==> src/rtl/dram_addr_mux.sv <==
module dram_addr_mux #(
  parameter int ADDR_W = 16
) (
  input  logic [ADDR_W-1:0]   cpu_addr,
  input  logic                half_sel,
  input  logic                cpu_grant,
  input  logic                vid_bus_free,
  input  logic                dma_req_n,
  output logic [ADDR_W/2-1:0] ma_out,
  output logic                ma_oe,
  output logic                cpu_bus_en,
  output logic                cpu_ready
);
  localparam int HALF_W = ADDR_W / 2;

  logic [HALF_W-1:0] row_half;
  logic [HALF_W-1:0] col_half;
  logic [HALF_W-1:0] picked;

  assign row_half = cpu_addr[ADDR_W-1:HALF_W];
  assign col_half = cpu_addr[HALF_W-1:0];
  assign picked   = half_sel ? col_half : row_half;

  assign ma_oe  = cpu_grant;
  assign ma_out = cpu_grant ? picked : '0;

  assign cpu_bus_en = cpu_grant & dma_req_n;
  assign cpu_ready  = vid_bus_free & dma_req_n;
endmodule

==> config.mk <==
export PLATFORM = sky130hd
export DESIGN_NAME = dram_addr_mux
export DESIGN_NICKNAME = d
export VERILOG_FILES = /design/src/rtl/dram_addr_mux.sv
export SDC_FILE = /design/constraint.sdc
export NUM_CORES = 1
export LEC_CHECK = 0
export ABC_AREA = 0
export BUFFER_PORTS_ARGS = -buffer_cell sky130_fd_sc_hd__buf_2
export CORE_AREA = 3 3 40 42
export DETAILED_ROUTE_END_ITERATION = 8
export DIE_AREA = 0 0 43 45
export PLACE_DENSITY = 0.49
export SETUP_SLACK_MARGIN = 0.4
export SYNTH_ARGS = -nofsm -noshare
export SYNTH_HDL_FRONTEND = slang
export SYNTH_SLANG_ARGS = --single-unit
==> constraint.sdc <==
create_clock -name vclk -period 0.8
set_clock_uncertainty 0.05 [all_clocks]
set_input_delay 0.12 -clock vclk [all_inputs]
set_output_delay 0.12 -clock vclk [all_outputs]
set_load 0.05 [all_outputs]
# Word level (Yosys, flattened, before mapping)
# Cells that the tools add are included.
# word_totals
memories	0
in_bits	20
ramBits	0
romBits	0
latch_bits	0
register_bits	0
output_inout_bits	11
# classes
reduce_logical	0
n_eq_ne	0
order_cmp	0
n_bitwise	2
n_addsub	0
n_mul	0
shifts	0
mux	2
n_div	0
# ops
cell	n
two-way mux 8 bit	2
AND 1 bit	2

# Logic depth before layout (Yosys ltp)
# Gate-level depths: netlist of run 1.
# logic_depth
depth_word	2
mapped_depth	3
depth_no_buf	2

# Least setup slack after synthesis of run 1
# Ideal clock, no wire load.
# synth_path
kind	input to output
start	input half_sel
end	output ma_out[0]
n_path_buf	1
stages	3
arrival_ps	1055
setup_slack_ps	-425
path_cell_list	buf_6 -> mux2i_1 -> nor2b_1
# synth_via
elab_chain_cells	2
# synth_rtl
element	line	source
from (decl)	5	input logic half_sel,
two-way mux 8 bit	22	assign picked = half_sel ? col_half : row_half;
two-way mux 8 bit	25	assign ma_out = cpu_grant ? picked : '0;
to (decl)	9	output logic [ADDR_W/2-1:0] ma_out,
# Every way passes these cells.

# Worst setup path in the final report of run 1
# layout_path
start	input half_sel
end	output ma_out[4]
# The elaborated chain is that of the path after synthesis.

==> results.md, run 1 <==
- Layout sequential cell count: 0
- Global Route Usage Sum: 7.00%
- Yosys Warn Count: 0
- Startpoint types: input pin
- Final HPWL DP: 534 um
- Syn_area_per_cell: 8.07 um^2
- Vias in the first global route: 250
- Synth Area in Adders: 0%
- Peak supply drop: 0.000280 V
- Via Count: 260
- Reg area: 0 um^2
- Peak per-stage delay on the critical path: 0.19 ns
- CP Capture Point: ma_out[4]
- Vias per inst: 4.00
- Max Slew Vio Count: 0
- Post-route setup TNS: -0.743 ns
- Number of routed nets with antenna violations: 0
- Status: complete, but fails checks
- Final net count: 72
- Largest family of logic cells by synthesized area: multiplexers
- Final hold slack: 0.406 ns
- Area of the die: 0.00194 mm^2
- CP Capture Type: output pin
- Die H: 45 um
- Detailed Route WL: 682 um
- Netlist cell types: 5
- Mapped Cells: 20
- Final Util: 50.1%
- Post-Synth Simple-Gate Area: 38.8%
- Critical path arrival: 0.73 ns
- Crit path from: half_sel
- Max-Cap Viols: 0
- Hold Path Class: in -> out
- Final hold viol count: 0
- Slew of the pin with the lowest slew margin: 0.158 ns
- Fmax: 1.11 GHz
- Crit share post-route: 112%
- Total gr overflow: 0
- Site row count: 13
- Pin count of the biggest net entering global routing: 9
- Initial antenna violation count: 0
- WL/cell: 10.5 um
- Register area share after synthesis: 0%
- Pwr dens: 759 mW/mm^2
- Core Box Area: 0.00128 mm^2
- Post-Syn Nets: 40
- Mapped Area: 161 um^2
- Die W: 43 um
- # IOs: 31
- Fillers: 122
- First-pass GRT wire length: 1.10 mm
- CP cell instances: buf_16, mux2i_4, nor2b_4, buf_6
- Post-synthesis mux area share: 49.6%
- RSZ-0062 raised after global routing: yes
- Final min period: 0.897 ns
- Post-synthesis compound-gate area fraction: 0%
- Slew HR: 89.2%
- Routability cong.: 0.584
- Initial cell density of the core: 12.6%
- Layout cells sized above 1: 100%
- Detailed router's first-iteration violation count: 0
- Post-synthesis xor/xnor area fraction: 0%
- # setup viols final: 8
- # DRC: 0
- ANT cells: 0
- Layout Area Growth over Synthesis: 299%
- Pre-antenna DRT Iters: 1
- Setup ws final: -0.0971 ns
- Cell at the slowest stage of the critical path: mux2i_4
- Hold path depth: 2
- Worst slack, placed: -0.323 ns
- Failing checks: setup timing
- Worst Path Required: 0.63 ns
- Crit path max fanout: 8
- Kind of critical path: in -> out
- Leak: 0.292 nW
- Port bufs: 31
- CLK BUF: 0
==> cell families after synthesis <==
family / Yosys count
and+or+nand+nor: 10
muxes: 8
buffers and inverters: 2
==> where the power goes <==
part | internal, mW | leakage [nW] | switching [mW] | total, mW
combinational | 0.254 | 0.292 | 0.235 | 0.489
clock | 0 | 0 | 0 | 0
sequential | 0 | 0 | 0 | 0
==> worst min-delay path by stage <==
stage	end	slack (ns)	start
finish	ma_oe	0.41	cpu_grant
global route	ma_oe	0.41	cpu_grant
CTS	ma_oe	0.41	cpu_grant
detailed placement	ma_oe	0.59	cpu_grant
global placement	ma_oe	0.59	cpu_grant
floorplan	ma_oe	0.30	cpu_grant
==> critical path: cells and delay by family <==
family,cells,cell delay [ns]
buffers and inverters,2,0.30
muxes,1,0.19
and+or+nand+nor,1,0.11
==> routing by layer <==
metal	track usage, %	up-vias	routed length (um)
met5	0	-	0
met4	0	0	0
met3	0.398	0	48
met2	15.0	11	436
met1	7.97	120	197
li1	-	129	-
==> placed cells by master, fill, tap and decap left out <==
master	count
buf_12	2
buf_6	10
and2_4	2
buf_2	16
mux2i_4	8
nor2b_4	8
buf_8	2
buf_16	2
==> repair_timing <==
action                     4_1_cts  5_1_grt
setup buffers                    0        0
resized for setup               53        1
setup endpoints to repair       11       11
hold buffers                     0        0
cloned                           1        0
pin swaps                        1        1
hold endpoints to repair         0        0
==> cell usage after synthesis <==
library cell,number,area share (%)
buf_6,1,7.0
nor2b_1,8,31
and2_1,2,7.8
buf_4,1,4.7
mux2i_1,8,50
==> area by class of cell <==
class                           instances  area, um^2  share of cell area [%]
Timing Repair Buffer                   32         318                    49.3
Multi-Input combinational cell         18         308                    47.8
Tap cell                               15        18.8                    2.91
==> metrics by stage <==
step | total power [mW] | area [um^2] | instances
after floorplan | 0.241 | 239 | 20
after global placement | 0.312 | 382 | 64
after detailed placement | 0.314 | 382 | 64
after CTS | 0.490 | 638 | 65
after global routing | 0.509 | 644 | 65
final | 0.489 | 644 | 65
Power figures use the tool's default switching activity.
==> inputs of run 2 (changes only) <==
Settings changed: CORE_AREA 3 3 40 42 to 2 2 39 41, DIE_AREA 0 0 43 45 to 0 0 41 43.
==> run 2 against run 1 <==
  * Worst hold slack better by 0.00099 ns
  * Sequential cell count is the same
  * First-iteration DRC count rose by 1
  * Combinational power rose by 2%
  * The flow still finishes with violations (setup timing)
==> results.md, run 2 (synthesis gave the netlist of run 1 again) <==
- Cell at the slowest stage of the critical path: mux2i_4 (unchanged)
- Commonest non-fill, non-tap cells in the layout: buf_2 (16), mux2i_4 (8), nor2b_4 (8), buf_6 (8), buf_8 (4) (was buf_2 (16), buf_6 (10), mux2i_4 (8), nor2b_4 (8))
- Final min period: 0.904 ns (was 0.897 ns)
- CP Capture Type: output pin (unchanged)
- Pwr dens: 764 mW/mm^2 (was 759 mW/mm^2)
- Reg area: 0 um^2 (unchanged)
- Internal power: 259 uW (was 254 uW)
- Kind of critical path: in -> out (unchanged)
- Peak per-stage delay on the critical path: 0.19 ns (about the same)
- Final Power: 499 uW (was 489 uW)
- Via Count: 263 (was 260)
- Port bufs: 31 (unchanged)
- Die H: 43 um (was 45 um)
- Vias per inst: 3.98 (was 4.00)
- Switching part of the total: 48.1% (about the same)
- Commonest non-fill, non-tap cell in the layout: buf_2 (unchanged)
- Site row count: 14 (was 13)
- Initial antenna violation count: 0 (unchanged)
- Critical path arrival: 0.73 ns (about the same)
- RSZ-0062 raised after global routing: yes (unchanged)
- WL/cell: 11.8 um (was 10.5 um)
- Layout Area Growth over Synthesis: 305% (was 299%)
- # IOs: 31 (unchanged)
- Number of routed nets with antenna violations: 0 (unchanged)
- Worst slack, placed: -0.314 ns (was -0.323 ns)
- Placed Cells: 65 (was 64)
- Area of the die: 0.00176 mm^2 (was 0.00194 mm^2)
- Final HPWL DP: 533 um (was 534 um)
- Multi-input logic area: 308 um^2 (unchanged)
- Non-filler cells, final: 66 (was 65)
- # DRC: 0 (unchanged)
- Pre-antenna DRT Iters: 4 (was 1)
- Crit share post-route: 113% (was 112%)
- Max-Cap Viols: 0 (unchanged)
- Post-route setup TNS: -0.765 ns (was -0.743 ns)
- Vias in the first global route: 257 (was 250)
- Sequential share of power: 0% (about the same)
- Final net count: 72 (unchanged)
- Layout sequential cell count: 0 (unchanged)
- Slew HR: 89.1% (was 89.2%)
- Fillers: 124 (was 122)
- CP cell instances: buf_16, mux2i_4, nor2b_4, buf_8 (was buf_16, mux2i_4, nor2b_4, buf_6)
- Detailed router's first-iteration violation count: 1 (was 0)
- Die W: 41 um (was 43 um)
- Setup ws final: -0.104 ns (was -0.0971 ns)
- Detailed Route WL: 776 um (was 682 um)
- First-pass GRT wire length: 1.15 mm (was 1.10 mm)
- Pin count of the biggest net entering global routing: 9 (unchanged)
- Core Box Area: 0.00138 mm^2 (was 0.00128 mm^2)
- Fmax: 1.11 GHz (about the same)
- Crit path max fanout: 8 (unchanged)
- Routability cong.: 0.597 (was 0.584)
- Failing checks: setup timing (unchanged)
- Cts hold-fix bufs: 0 (unchanged)
- Switching power: 240 uW (was 235 uW)
- Peak supply drop: 0.000236 V (was 0.000280 V)
- # Post-CTS Setup Buffers: 0 (unchanged)
- Total gr overflow: 0 (unchanged)
- Slew of the pin with the lowest slew margin: 0.160 ns (was 0.158 ns)
- Global Route Usage Sum: 9.25% (was 7.00%)
- Max Slew Vio Count: 0 (unchanged)
- Clock share of power: 0% (about the same)
- CLK BUF: 0 (unchanged)
- Final hold viol count: 0 (unchanged)
- Hold Path Class: in -> out (unchanged)
- Comb power frac: 100.0% (about the same)
- Worst Path Required: 0.63 ns (about the same)
- Status: complete, but fails checks (unchanged)
- ANT cells: 0 (unchanged)
- Layout cells sized above 1: 100% (unchanged)
- Initial cell density of the core: 11.7% (was 12.6%)
- Startpoint types: input pin (unchanged)
- # setup viols final: 8 (unchanged)
- Leak: 0.295 nW (was 0.292 nW)
==> run 2: cell count changes in the layout (fill, tap and decap cells not counted) <==
| cell | previous run | this run |
|---|---|---|
| buf_6 | 10 | 8 |
| buf_8 | 2 | 4 |
==> run 2: worst paths after layout <==
path                   endpoint  startpoint  depth (start not counted)
worst max-delay path  ma_out[2]    half_sel                          4
worst min-delay path      ma_oe   cpu_grant                          2
==> run 2: cell type report <==
type | count | area share [%]
Tap cell | 16 | 3.07
Timing Repair Buffer | 32 | 49.8
Multi-Input combinational cell | 18 | 47.1
==> run 2: timing repair <==
| item | in CTS | in global routing |
|---|---|---|
| pin swaps | 1 | 1 |
| gates cloned | 1 | 0 |
| gates resized for setup | 53 | 3 |
| setup endpoints to repair | 11 | 11 |
==> run 2: power by group through the flow <==
stage / Clock [mW] / Sequential [mW] / Combinational, mW
2_1_floorplan: 0 / 0 / 0.241
3_3_place_gp: 0 / 0 / 0.314
3_5_place_dp: 0 / 0 / 0.314
4_1_cts: 0 / 0 / 0.490
5_1_grt: 0 / 0 / 0.519
6_report: 0 / 0 / 0.499
==> run 2: layer usage <==
layer | share of wire (%) | global-route usage [%] | routed length [um]
met1 | 29 | 9.03 | 228
met2 | 67 | 20.0 | 519
met3 | 3.5 | 0 | 27
met4 | 0 | 0 | 0
met5 | 0 | 0 | 0
==> run 2: worst max-delay path: cells and delay by family <==
| kind | cells | cell delay, ns |
|---|---|---|
| buf+inv | 2 | 0.29 |
| mux | 1 | 0.19 |
| simple gates | 1 | 0.12 |
==> run 2: metrics by stage <==
stage	hold WS, ns	instance area (um^2)	util [%]
final	0.407	653	47.2
after global routing	0.416	653	47.2
after CTS	0.409	639	46.2
after detailed placement	0.585	383	27.7
after global placement	0.586	383	27.7
after floorplan	0.298	239	-
==> inputs of run 3 (changes only) <==
Settings changed: PLACE_DENSITY 0.49 to 0.47.
Clock period 0.8 ns to 1.1 ns, I/O delays scaled along.
==> run 3 against run 2 <==
  * Non-clock buffer count decreased by 1
  * Core utilization shrank 3.8 points
  * Cell area is 8.0% lower
  * Worst hold slack improved by 0.17 ns
  * The run now ends clean
  * First-iteration DRC count shrank 100%
  * Sequential share of layout area unchanged
  * Via count down 6.8%
  * Largest cell class is now multi-input combinational cells
  * Die area is the same
  * Clock-buffer cell count unchanged
  * Cell count decreased by 1.5%
  * Combinational power decreased by 32%
==> results.md, run 3 (synthesis gave the netlist of run 1 again) <==
- Multi-input logic area: 308 um^2 (unchanged)
- Detailed router's first-iteration violation count: 0 (was 1)
- Die H: 43 um (unchanged)
- Sequential share of power: 0% (about the same)
- Max Slew Vio Count: 0 (unchanged)
- Final min period: 0.987 ns
- Status: complete, no violations (was complete, but fails checks)
- Total gr overflow: 0 (unchanged)
- Detailed Route WL: 651 um (was 776 um)
- CP Capture Type: output pin (unchanged)
- Layout Area Growth over Synthesis: 272% (was 305%)
- Cell at the slowest stage of the critical path: mux2i_4 (unchanged)
- # setup viols final: 0 (was 8)
- Placed instance area: 380 um^2 (was 383 um^2)
- Clock share of power: 0% (about the same)
- Reg area: 0 um^2 (unchanged)
- Leak: 0.273 nW (was 0.295 nW)
- RSZ-0062 raised after global routing: yes (unchanged)
- ANT cells: 0 (unchanged)
- Final HPWL DP: 511 um (was 533 um)
- Startpoint types: input pin (unchanged)
- Setup ws final: 0.113 ns (was -0.104 ns)
- Area of the die: 0.00176 mm^2 (unchanged)
- Routability cong.: 0.596 (was 0.597)
- Internal power: 168 uW (was 259 uW)
- Pin count of the biggest net entering global routing: 11 (was 9)
- CLK BUF: 0 (unchanged)
- Critical path arrival: 0.77 ns (was 0.73 ns)
- Slew of the pin with the lowest slew margin: 0.161 ns (was 0.160 ns)
- Kind of critical path: in -> out (unchanged)
- Vias per inst: 3.77 (was 3.98)
- Site row count: 14 (unchanged)
- Port bufs: 31 (unchanged)
- Commonest non-fill, non-tap cell in the layout: buf_2 (unchanged)
- CP cell instances: buf_16, mux2i_4, nor2b_4, buf_6 (was buf_16, mux2i_4, nor2b_4, buf_8)
- Via Count: 245 (was 263)
- Slew HR: 89.0% (was 89.1%)
- Crit path max fanout: 8 (unchanged)
- Vias in the first global route: 255 (was 257)
- Initial antenna violation count: 0 (unchanged)
- Global Route Usage Sum: 7.63% (was 9.25%)
- Final hold viol count: 0 (unchanged)
- Core Box Area: 0.00138 mm^2 (unchanged)
- Final hold slack: 0.580 ns (was 0.407 ns)
- Final Util: 43.4% (was 47.2%)
- Fillers: 137 (was 124)
- # IOs: 31 (unchanged)
- Number of routed nets with antenna violations: 0 (unchanged)
- Crit share post-route: 89.7%
- Worst slack, placed: -0.117 ns (was -0.314 ns)
- Final net count: 71 (was 72)
- Max-Cap Viols: 0 (unchanged)
- Initial cell density of the core: 11.7% (unchanged)
- Pre-antenna DRT Iters: 1 (was 4)
- Pwr dens: 563 mW/mm^2 (was 764 mW/mm^2)
- # Post-CTS Setup Buffers: 0 (unchanged)
- Post-route setup TNS: 0 ns (was -0.765 ns)
- First-pass GRT wire length: 979 um (was 1.15 mm)
- Peak per-stage delay on the critical path: 0.19 ns (about the same)
- Peak supply drop: 0.000168 V (was 0.000236 V)
- Worst Path Required: 0.88 ns (was 0.63 ns)
- # DRC: 0 (unchanged)
- Final cell area excluding filler cells: 601 um^2 (was 653 um^2)
- Fmax: 1.01 GHz
- Hold Path Class: in -> out (unchanged)
- Comb power frac: 100.0% (about the same)
- Switching power: 170 uW (was 240 uW)
- Layout cells sized above 1: 100% (unchanged)
- Commonest non-fill, non-tap cells in the layout: buf_2 (16), buf_6 (10), mux2i_4 (8), nor2b_4 (8), buf_8 (3) (was buf_2 (16), mux2i_4 (8), nor2b_4 (8), buf_6 (8), buf_8 (4))
- Die W: 41 um (unchanged)
- WL/cell: 10.0 um (was 11.8 um)
- Layout sequential cell count: 0 (unchanged)
- Switching part of the total: 50.4% (was 48.1%)
==> run 3: cell count changes in the layout (fill, tap and decap cells not counted), sizes merged <==
cell / change
buf: -1
==> run 3: final timing paths <==
path	start	to	slack, ns	depth (start not counted)
min	cpu_grant	ma_oe	0.58	2
max	half_sel	ma_out[2]	0.11	4
==> run 3: power groups by stage <==
stage               clock, mW  combinational, mW  sequential [mW]
detailed placement          0              0.226                0
global route                0              0.353                0
floorplan                   0              0.168                0
global placement            0              0.225                0
finish                      0              0.338                0
CTS                         0              0.338                0
==> run 3: critical path: cells and delay by family <==
family        cells  cell delay, ns
mux               1            0.19
simple gates      1            0.11
buf+inv           2            0.30
==> run 3: repair_timing <==
action / in CTS / in global routing
hold buffers: 0 / 0
pin swaps: 1 / 1
setup endpoints to repair: 11 / 10
gates resized for setup: 50 / 1
==> run 3: layout make-up <==
class / count / share of cell area (%)
multi-input cells: 18 / 51.2
well taps: 16 / 3.33
repair buffers: 31 / 45.4
==> run 3: through the flow <==
step	cells	total power, mW
finish	65	0.338
global route	65	0.353
CTS	65	0.338
detailed placement	65	0.226
global placement	65	0.225
floorplan	20	0.168
==> run 3: routing by layer <==
metal	global-route usage, %	vias up	wire (um)	part of all wire (%)
met2	14.7	10	395	61
met3	0	0	33	5.1
met5	0	-	0	0
li1	-	126	-	-
met4	0	0	0	0
met1	9.32	109	222	34
